===== src/rtl/pgpc_pkg.sv =====
package pgpc_pkg;

  typedef enum logic [2:0] {
    OP_HOLD,
    OP_STEP,
    OP_JUMP,
    OP_CALL,
    OP_RET,
    OP_MOVE,
    OP_ADD,
    OP_TBL
  } pc_op_e;

  // Precedence: return, call, jump, move, add, table add, step.
  function automatic pc_op_e pick_op(input logic ret, input logic call,
                                     input logic jump, input logic move,
                                     input logic add, input logic tbl,
                                     input logic step);
    pc_op_e op;
    if (ret)       op = OP_RET;
    else if (call) op = OP_CALL;
    else if (jump) op = OP_JUMP;
    else if (move) op = OP_MOVE;
    else if (add)  op = OP_ADD;
    else if (tbl)  op = OP_TBL;
    else if (step) op = OP_STEP;
    else           op = OP_HOLD;
    return op;
  endfunction

endpackage


===== src/rtl/pgpc_stk.sv =====
module pgpc_stk #(
  parameter int DEPTH = 8,
  parameter int DW    = 14
) (
  input  logic          clk,
  input  logic          rst_n,
  input  logic          push,
  input  logic          pop,
  input  logic [DW-1:0] din,
  output logic [DW-1:0] top,
  output logic          ovf
);

  localparam int PTR_W = (DEPTH > 1) ? $clog2(DEPTH) : 1;
  localparam int CNT_W = $clog2(DEPTH + 1);
  localparam logic [PTR_W-1:0] LAST = PTR_W'(DEPTH - 1);
  localparam logic [CNT_W-1:0] FULL = CNT_W'(DEPTH);

  logic [DW-1:0]    slot [DEPTH];
  logic [PTR_W-1:0] wr_ptr_q, wr_ptr_d, rd_idx;
  logic [CNT_W-1:0] cnt_q, cnt_d;
  logic             ovf_q, ovf_d;

  // One register per entry, each with its own write enable.
  for (genvar g = 0; g < DEPTH; g++) begin : g_slot
    always_ff @(posedge clk) begin
      if (push && (wr_ptr_q == PTR_W'(g))) begin
        slot[g] <= din;
      end
    end
  end

  always_comb begin
    rd_idx = (wr_ptr_q == '0) ? LAST : wr_ptr_q - PTR_W'(1);
  end

  assign top = slot[rd_idx];

  always_comb begin
    wr_ptr_d = wr_ptr_q;
    cnt_d    = cnt_q;
    ovf_d    = ovf_q;
    if (push) begin
      wr_ptr_d = (wr_ptr_q == LAST) ? '0 : wr_ptr_q + PTR_W'(1);
      if (cnt_q == FULL) ovf_d = 1'b1;
      else               cnt_d = cnt_q + CNT_W'(1);
    end else if (pop) begin
      wr_ptr_d = rd_idx;
      if (cnt_q != '0) cnt_d = cnt_q - CNT_W'(1);
    end
  end

  always_ff @(posedge clk or negedge rst_n) begin
    if (!rst_n) begin
      wr_ptr_q <= '0;
      cnt_q    <= '0;
      ovf_q    <= 1'b0;
    end else if (push || pop) begin
      wr_ptr_q <= wr_ptr_d;
      cnt_q    <= cnt_d;
      ovf_q    <= ovf_d;
    end
  end

  assign ovf = ovf_q;

endmodule


===== src/rtl/pgpc_nxt.sv =====
module pgpc_nxt
  import pgpc_pkg::*;
#(
  parameter int PAGE_W = 4,
  parameter int OFS_W  = 10,
  parameter int ACC_W  = 8
) (
  input  pc_op_e                    op,
  input  logic [PAGE_W+OFS_W-1:0]   pc,
  input  logic [OFS_W-1:0]          imm,
  input  logic [ACC_W-1:0]          acc,
  input  logic [PAGE_W-1:0]         page,
  input  logic [PAGE_W+OFS_W-1:0]   top,
  output logic [PAGE_W+OFS_W-1:0]   nxt,
  output logic                      load,
  output logic                      push,
  output logic                      pop
);

  localparam int PC_W  = PAGE_W + OFS_W;
  localparam int MID_W = OFS_W - ACC_W;

  logic [PC_W-1:0]  pc_inc;
  logic [ACC_W-1:0] low_sum;

  assign pc_inc  = pc + PC_W'(1);
  assign low_sum = pc[ACC_W-1:0] + acc;

  always_comb begin
    nxt  = pc;
    push = 1'b0;
    pop  = 1'b0;
    unique case (op)
      OP_STEP: nxt = pc_inc;
      OP_JUMP: nxt = {page, imm};
      OP_CALL: begin
        nxt  = {page, imm};
        push = 1'b1;
      end
      OP_RET: begin
        nxt = top;
        pop = 1'b1;
      end
      OP_MOVE: nxt = {page, {MID_W{1'b0}}, acc};
      OP_ADD:  nxt = {page, {MID_W{1'b0}}, low_sum};
      OP_TBL:  nxt = {pc[PC_W-1:ACC_W], low_sum};
      default: nxt = pc;
    endcase
  end

  assign load = (op != OP_HOLD);

endmodule


===== src/rtl/paged_pc.sv =====
module paged_pc
  import pgpc_pkg::*;
#(
  parameter int PAGE_W = 4,
  parameter int OFS_W  = 10,
  parameter int ACC_W  = 8,
  parameter int DEPTH  = 8
) (
  input  logic                     clk,
  input  logic                     rst_n,
  input  logic                     do_step,
  input  logic                     do_jump,
  input  logic                     do_call,
  input  logic                     do_ret,
  input  logic                     do_move,
  input  logic                     do_add,
  input  logic                     do_tbl,
  input  logic [OFS_W-1:0]         imm,
  input  logic [ACC_W-1:0]         acc,
  input  logic [PAGE_W-1:0]        page_sel,
  output logic [PAGE_W+OFS_W-1:0]  pc,
  output logic                     stk_ovf
);

  localparam int PC_W = PAGE_W + OFS_W;

  logic            rst_s1, rst_q;
  pc_op_e          op;
  logic [PC_W-1:0] pc_q, pc_d, top, ret_addr;
  logic            load, push, pop;

  // Asynchronous assertion, release after two clock edges.
  always_ff @(posedge clk or negedge rst_n) begin
    if (!rst_n) begin
      rst_s1 <= 1'b0;
      rst_q  <= 1'b0;
    end else begin
      rst_s1 <= 1'b1;
      rst_q  <= rst_s1;
    end
  end

  assign op       = pick_op(do_ret, do_call, do_jump, do_move, do_add, do_tbl, do_step);
  assign ret_addr = pc_q + PC_W'(1);

  pgpc_nxt #(
    .PAGE_W (PAGE_W),
    .OFS_W  (OFS_W),
    .ACC_W  (ACC_W)
  ) u_nxt (
    .op   (op),
    .pc   (pc_q),
    .imm  (imm),
    .acc  (acc),
    .page (page_sel),
    .top  (top),
    .nxt  (pc_d),
    .load (load),
    .push (push),
    .pop  (pop)
  );

  pgpc_stk #(
    .DEPTH (DEPTH),
    .DW    (PC_W)
  ) u_stk (
    .clk   (clk),
    .rst_n (rst_q),
    .push  (push),
    .pop   (pop),
    .din   (ret_addr),
    .top   (top),
    .ovf   (stk_ovf)
  );

  always_ff @(posedge clk or negedge rst_q) begin
    if (!rst_q) begin
      pc_q <= '0;
    end else if (load) begin
      pc_q <= pc_d;
    end
  end

  assign pc = pc_q;

endmodule


===== config.mk =====
export PLATFORM = sky130hd
export DESIGN_NAME = paged_pc
export DESIGN_NICKNAME = d
export VERILOG_FILES = /design/src/rtl/pgpc_pkg.sv /design/src/rtl/pgpc_stk.sv /design/src/rtl/pgpc_nxt.sv /design/src/rtl/paged_pc.sv
export SDC_FILE = /design/constraint.sdc
export NUM_CORES = 1
export LEC_CHECK = 0
export BUFFER_PORTS_ARGS = -buffer_cell sky130_fd_sc_hd__buf_2
export CAP_MARGIN = 40
export CORE_UTILIZATION = 51
export CTS_CLUSTER_SIZE = 8
export DETAILED_ROUTE_END_ITERATION = 10
export PLACE_DENSITY = 0.73
export SLEW_MARGIN = 25
export SYNTH_ARGS = -nofsm -noshare
export SYNTH_HDL_FRONTEND = slang
export SYNTH_SLANG_ARGS = --single-unit

===== constraint.sdc =====
create_clock -name clk -period 1.7 [get_ports clk]
set_clock_uncertainty 0.1 [all_clocks]
set_input_delay 0 -clock clk [delete_from_list [all_inputs] [get_ports clk]]
set_output_delay 0 -clock clk [all_outputs]
set_load 0.02 [all_outputs]

-- Word-level counts from Yosys, hierarchy flattened
Memories as Yosys holds them, arrays and structs flattened.
Cells that the tools add are included.
Widths: inputs -> output; s select.
- bitwise logic cells: 1
- reductions and logical operators: 29
- add/sub/neg operators: 6
- multiplexer cells: 55
- equal/unequal tests: 16
- operators with widths (cell ; count):
    $mux 14 ; 7
    $reduce_or 14->1 ; 7
    $pmux 14 s6 ; 1
    $mux 3 ; 17
    $mux 1 ; 26
    $eq 3x3->1 const B ; 8
    $mux 4 ; 4
    $add 14x1->14 const B ; 1
    $eq 3x2->1 const B ; 4
    $add 8x8->8 ; 1
    $logic_and 1x1->1 ; 8
    $eq 3x1->1 const B ; 2
    $reduce_and 3->1 ; 2
    $reduce_bool 6->1 ; 1
    $reduce_bool 5->1 ; 1
    $add 4x1->4 const B ; 1
    $eq 4x4->1 const B ; 1
    $reduce_and 2->1 ; 2
    $reduce_and 4->1 ; 1
    $reduce_bool 2->1 ; 2
    $reduce_bool 4->1 ; 1
    $sub 4x1->4 const B ; 1
    $add 3x1->3 const B ; 1
    $logic_not 3->1 ; 1
    other kinds (6) ; 6
- memory bits (writable): 112
- bits of input ports: 31
- word-level logic and storage cells: 115
- memories kept: 1
- flip-flop bits (word level): 24
- output and inout port bits: 15
- memories (name ; words ; width ; read ports ; clocked after Yosys merged registers in ; wr ports ; RTL line ; source):
    u_stk.slot ; 8 ; 14 ; 1 ; 0 ; 1 ; pgpc_stk.sv:19 ; logic [DW-1:0] slot [DEPTH];

-- Logic depth before layout (Yosys ltp)
- word-level depth: 20
- mapped depth: 10
- depth with buffers taken out: 9

-- By module
From an unflattened synthesis, not the netlist that was laid out.
- cells, all modules: 543
- area, all modules: 7312.0 um^2
- by module, submodules not included (module ; instances ; sequential area each (um^2) ; cells an instance ; area an instance (um^2)):
    pgpc_stk ; 1 ; 3563.4 ; 264 ; 5122.4
    pgpc_nxt ; 1 ; 0.0 ; 198 ; 1315.0
    paged_pc ; 1 ; 400.4 ; 81 ; 874.6

-- Worst setup path after synthesis
No wires, ideal clock.
- kind: flip-flop to flip-flop
- start: register u_stk.wr_ptr_q[0]
- end: register pc_q[11] (netlist: pc[11])
- period minus slack after synthesis: 2292 ps
- setup slack: -592 ps
- required time: 1474 ps
- buffers on the path: 2
- data arrival time: 2066 ps
- setup time: 126 ps
- stages on the path, launching flop included: 8
- path through: dfrtp_1 -> inv_1 -> ha_1 -> buf_2 -> buf_2 -> mux4_2 -> a22oi_1 -> a21oi_1
- longest elaborated chain between the ends: 4
- elaborated cells between the ends (all ways): 5
- those cells by class: 1 x add/sub; 2 x mux; 1 x reduce/logical; 1 x memory
- RTL lines (item ; RTL line ; source):
    start, declared ; pgpc_stk.sv:20 ; logic [PTR_W-1:0] wr_ptr_q, wr_ptr_d, rd_idx;
    start signal, assigned ; pgpc_stk.sv:59 ; wr_ptr_q <= wr_ptr_d;
    $sub 3x1->3 or $logic_not 3->1 (tied branches) ; pgpc_stk.sv:34 ; rd_idx = (wr_ptr_q == '0) ? LAST : wr_ptr_q - PTR_W'(1);
    $mux 3 * ; pgpc_stk.sv:34 ;
    $mem_v2 8x14 * ; n/a ;
    $pmux 14 s6 * ; pgpc_nxt.sv:33 ; unique case (op)
    end signal, assigned ; paged_pc.sv:80 ; pc_q <= pc_d;
    end, declared ; paged_pc.sv:29 ; logic [PC_W-1:0] pc_q, pc_d, top, ret_addr;
Every way passes the cells marked *; elsewhere a longest branch is shown, timed or not.
A chain may end at the register's enable or synchronous reset.

-- Final worst setup path
- start: register pc_q[0] (netlist: pc[0])
- end: register pc_q[6] (netlist: pc[6])
- longest elaborated chain between the ends: 2
- elaborated cells between the ends (all ways): 3
- those cells by class: 2 x add/sub; 1 x mux
- RTL lines (item ; RTL line):
    $add 14x1->14 or $add 8x8->8 (tied branches) ; pgpc_nxt.sv:26, pgpc_nxt.sv:27
    $pmux 14 s6 * ; pgpc_nxt.sv:33
Marks and branches as above.

==> reports/qor.txt <==
Outcome = finished with violations
Failing checks = hold timing, setup timing
HP Class = in2reg
Multi-input logic area = 2736 um^2
Initial DRC count = 708
WL/cell = 23.04 um
Post-Route WL = 18,180 um
Final period utilization = 127.0%
Post-synth EDFFs = 112
GP Congestion = 1.001
Min Tclk post-route = 2.159 ns
Fraction of registers with async set/reset = 17.65%
Finish-stage setup viols = 71
Final ANT Viol Nets = 0
CTS Sinks = 136
Max_cap viols = 0
DRC = 0
Filler Cells Inserted = 685
Rows = 40
Worst Path Max Fanout = 2
Pwr dens = 1863 nW/um^2
Unrepaired setup endpoints after global routing = yes
Layout area overhead = 41.07%
Worst r2r src = pc[0]$_DFFE_PN0P_
Final #Nets = 658
Yosys warns = 0
Final hold slack = -0.01603 ns
# diodes = 0
Slew Viols, Final = 0
Fmax = 463.3 MHz
Dpl cells = 721
Pin count of the biggest net entering global routing = 23
I/O pin cnt = 46
Worst-Margin Slew = 0.6086 ns
Synth unique cells = 59
Data required, critical path = 1.89 ns
Number of antenna violations at the first check in global routing = 0
Hold Crit Start = acc[0]
DR vias/cell = 6.038
Port Buffers = 45
Chip width = 113.9 um
Lkg Pwr = 3.456 nW
CTS root buf = clkbuf_16
Yosys reg bits = 136
CTS buffer count = 17
WS Path Type = reg2reg
Element type at the critical path end = flip-flop
Core area = 12,110 um^2
Die area = 12,970 um^2
Vias in the first global route = 4,904
Gate Count Post-Synth = 436
Seq/Total Area, Yosys = 62.07%
Hold_buf cts = 18
Seq. cell area = 3971 um^2
Clk buf depth = 2
Initial Util = 52.73%
Detail Placement HPWL = 10,780 um
Syn_nets = 486
Fin. Hold Viols = 1
Pre-antenna DRT Iters = 5
Arrival time of the worst setup path = 2.34 ns
Netlist Area Pre-Place = 6386 um^2
Global-route wire length before repair = 26,940 um
H-tree levels = 4
Clock transition at path regs = 0.06 ns
Util after Layout = 74.38%
Grt ovf = 0
Crit path launch = pc[0]$_DFFE_PN0P_
Syn Area/Cell = 14.65 um^2
Reg2reg setup slack = -0.46 ns
GR Util All Layers = 29.16%
CTS tree = built
Slew margin rel. = 59.00%
Top_reg_cell synth = edfxtp_1
Fin cells = 789
Chip Height = 113.9 um
Final worst slack = -0.4585 ns
Worst setup SP type = flip-flop
Routed vias = 4,764
Layout cells sized above 1 = 46.38%
Peak supply drop = 1.143 mV
Clk Latency, worst-skew pair = 0.43 ns
[cell usage in the layout (no fill, tap or decap), drive strengths merged, types with 9 or more instances in the layout]
| master | instances |
|---|---|
| inv | 17 |
| and3 | 14 |
| edfxtp | 112 |
| nand3 | 10 |
| buf | 151 |
| xnor2 | 18 |
| dfrtp | 24 |
| nor2 | 24 |
| o21ai | 19 |
| mux2i | 15 |
| nand2 | 22 |
| nor3 | 9 |
| clkbuf | 19 |
| mux4 | 25 |
| ha | 17 |
| dlygate4sd3 | 18 |
| a21oi | 31 |
| xor2 | 9 |
[flip-flops by register name (all words and copies together) (netlist names)]
| signal | count |
|---|---|
| rst_q | 1 |
| pc | 14 |
| rst_s1 | 1 |
| u_stk.ovf | 1 |
| u_stk.cnt_q | 4 |
| u_stk.slot | 112 |
| u_stk.wr_ptr_q | 3 |
[synth_stat cells, drive strengths merged (2+ instances only)]
library cell / number / share of area, %
nor4: 2 / 0.29
mux2i: 15 / 2.4
o21a: 3 / 0.35
or2: 2 / 0.20
ha: 17 / 3.3
nor2b: 5 / 0.49
inv: 13 / 0.76
and2: 4 / 0.39
a21oi: 31 / 2.5
nand2: 22 / 1.3
nand3: 10 / 0.86
clkbuf: 7 / 0.41
xor2: 9 / 1.2
edfxtp: 112 / 53
a211oi: 6 / 0.71
dfrtp: 24 / 9.4
a22oi: 3 / 0.35
o22ai: 3 / 0.29
fa: 2 / 0.63
xnor2: 18 / 2.5
a31oi: 3 / 0.29
nand2b: 2 / 0.20
mux4: 25 / 8.9
nor3: 9 / 0.96
and3: 14 / 1.4
a221oi: 3 / 0.69
a32oi: 2 / 0.27
a21o: 3 / 0.35
buf: 10 / 1.1
o21ai: 19 / 1.5
nor2: 24 / 1.4
[layer usage]
| metal | GRT usage [%] | wire length, um | up-vias |
|---|---|---|---|
| met4 | 16.36 | 727 | 0 |
| met5 | 0 | 0 | - |
| met1 | 37.09 | 6967 | 2367 |
| met3 | 6.748 | 1626 | 62 |
| li1 | - | - | 2024 |
| met2 | 46.50 | 8852 | 311 |
[cells by family after synthesis]
kind of cell / Yosys count / share of synthesized area, %
AOI/OAI and AO/OA: 86 / 8.719
xor gates and xnor gates: 27 / 3.703
adders and majority gates: 19 / 3.958
buffers and inverters: 30 / 2.312
DFF: 136 / 62.07
muxes: 41 / 11.46
other: 1 / 0.05872
and+or+nand+nor: 96 / 7.720
[path summary, 6_finish.rpt]
check,end,cells after the start
max,pc[6]$_DFFE_PN0P_,9
max in group asynchronous,pc[3]$_DFFE_PN0P_,1
max reg2reg,pc[6]$_DFFE_PN0P_,9
min,pc[0]$_DFFE_PN0P_,4
min reg2reg,u_stk.cnt_q[0]$_DFFE_PN0P_,1
min in group asynchronous,u_stk.cnt_q[0]$_DFFE_PN0P_,1
[report_power, final]
part	internal [W]	switching [W]	total, W
Combinational	0.00420	0.00397	0.00817
Clock	0.00217	0.00146	0.00363
Sequential	0.00464	0.000343	0.00499
[final cells by class]
cell class	count	share of cell area (%)
clock inverters	14	1.639
flip-flops and latches	136	44.08
clock buffers	18	4.764
well taps	168	2.333
multi-input cells	270	30.37
inverters	13	0.5417
repair buffers	170	16.26
[worst max-delay path: stages, from the launching register on]
cell and delay [ns]:
dfrtp_2 0.42, ha_4 0.17, inv_2 0.04, fa_2 0.37
nor2b_2 0.13, o31a_1 0.18, o21ai_2 0.07, and3_1 0.18
o21ai_1 0.21, a32oi_1 0.15
[stage by stage]
stage          area [um^2]  worst slack [ns]  TNS (ns)  power (W)
2_1_floorplan         6497           -0.3564    -7.053   0.009013
3_3_place_gp          7611           -0.3514    -16.98    0.01128
3_5_place_dp          7611           -0.4075    -23.12    0.01152
4_1_cts               8747           -0.3584    -11.08    0.01606
5_1_grt               9009           -0.5649    -19.40    0.01749
6_report              9009           -0.4585    -14.63    0.01679
[timing repair]
item	4_1_cts	5_1_grt
gates resized for setup	63	43
cloned	0	1
setup buffers	13	11
pin swaps	31	28
setup endpoints to repair	109	127
endpoints found under the hold margin	19	1
(Power assumes the default switching activity.)
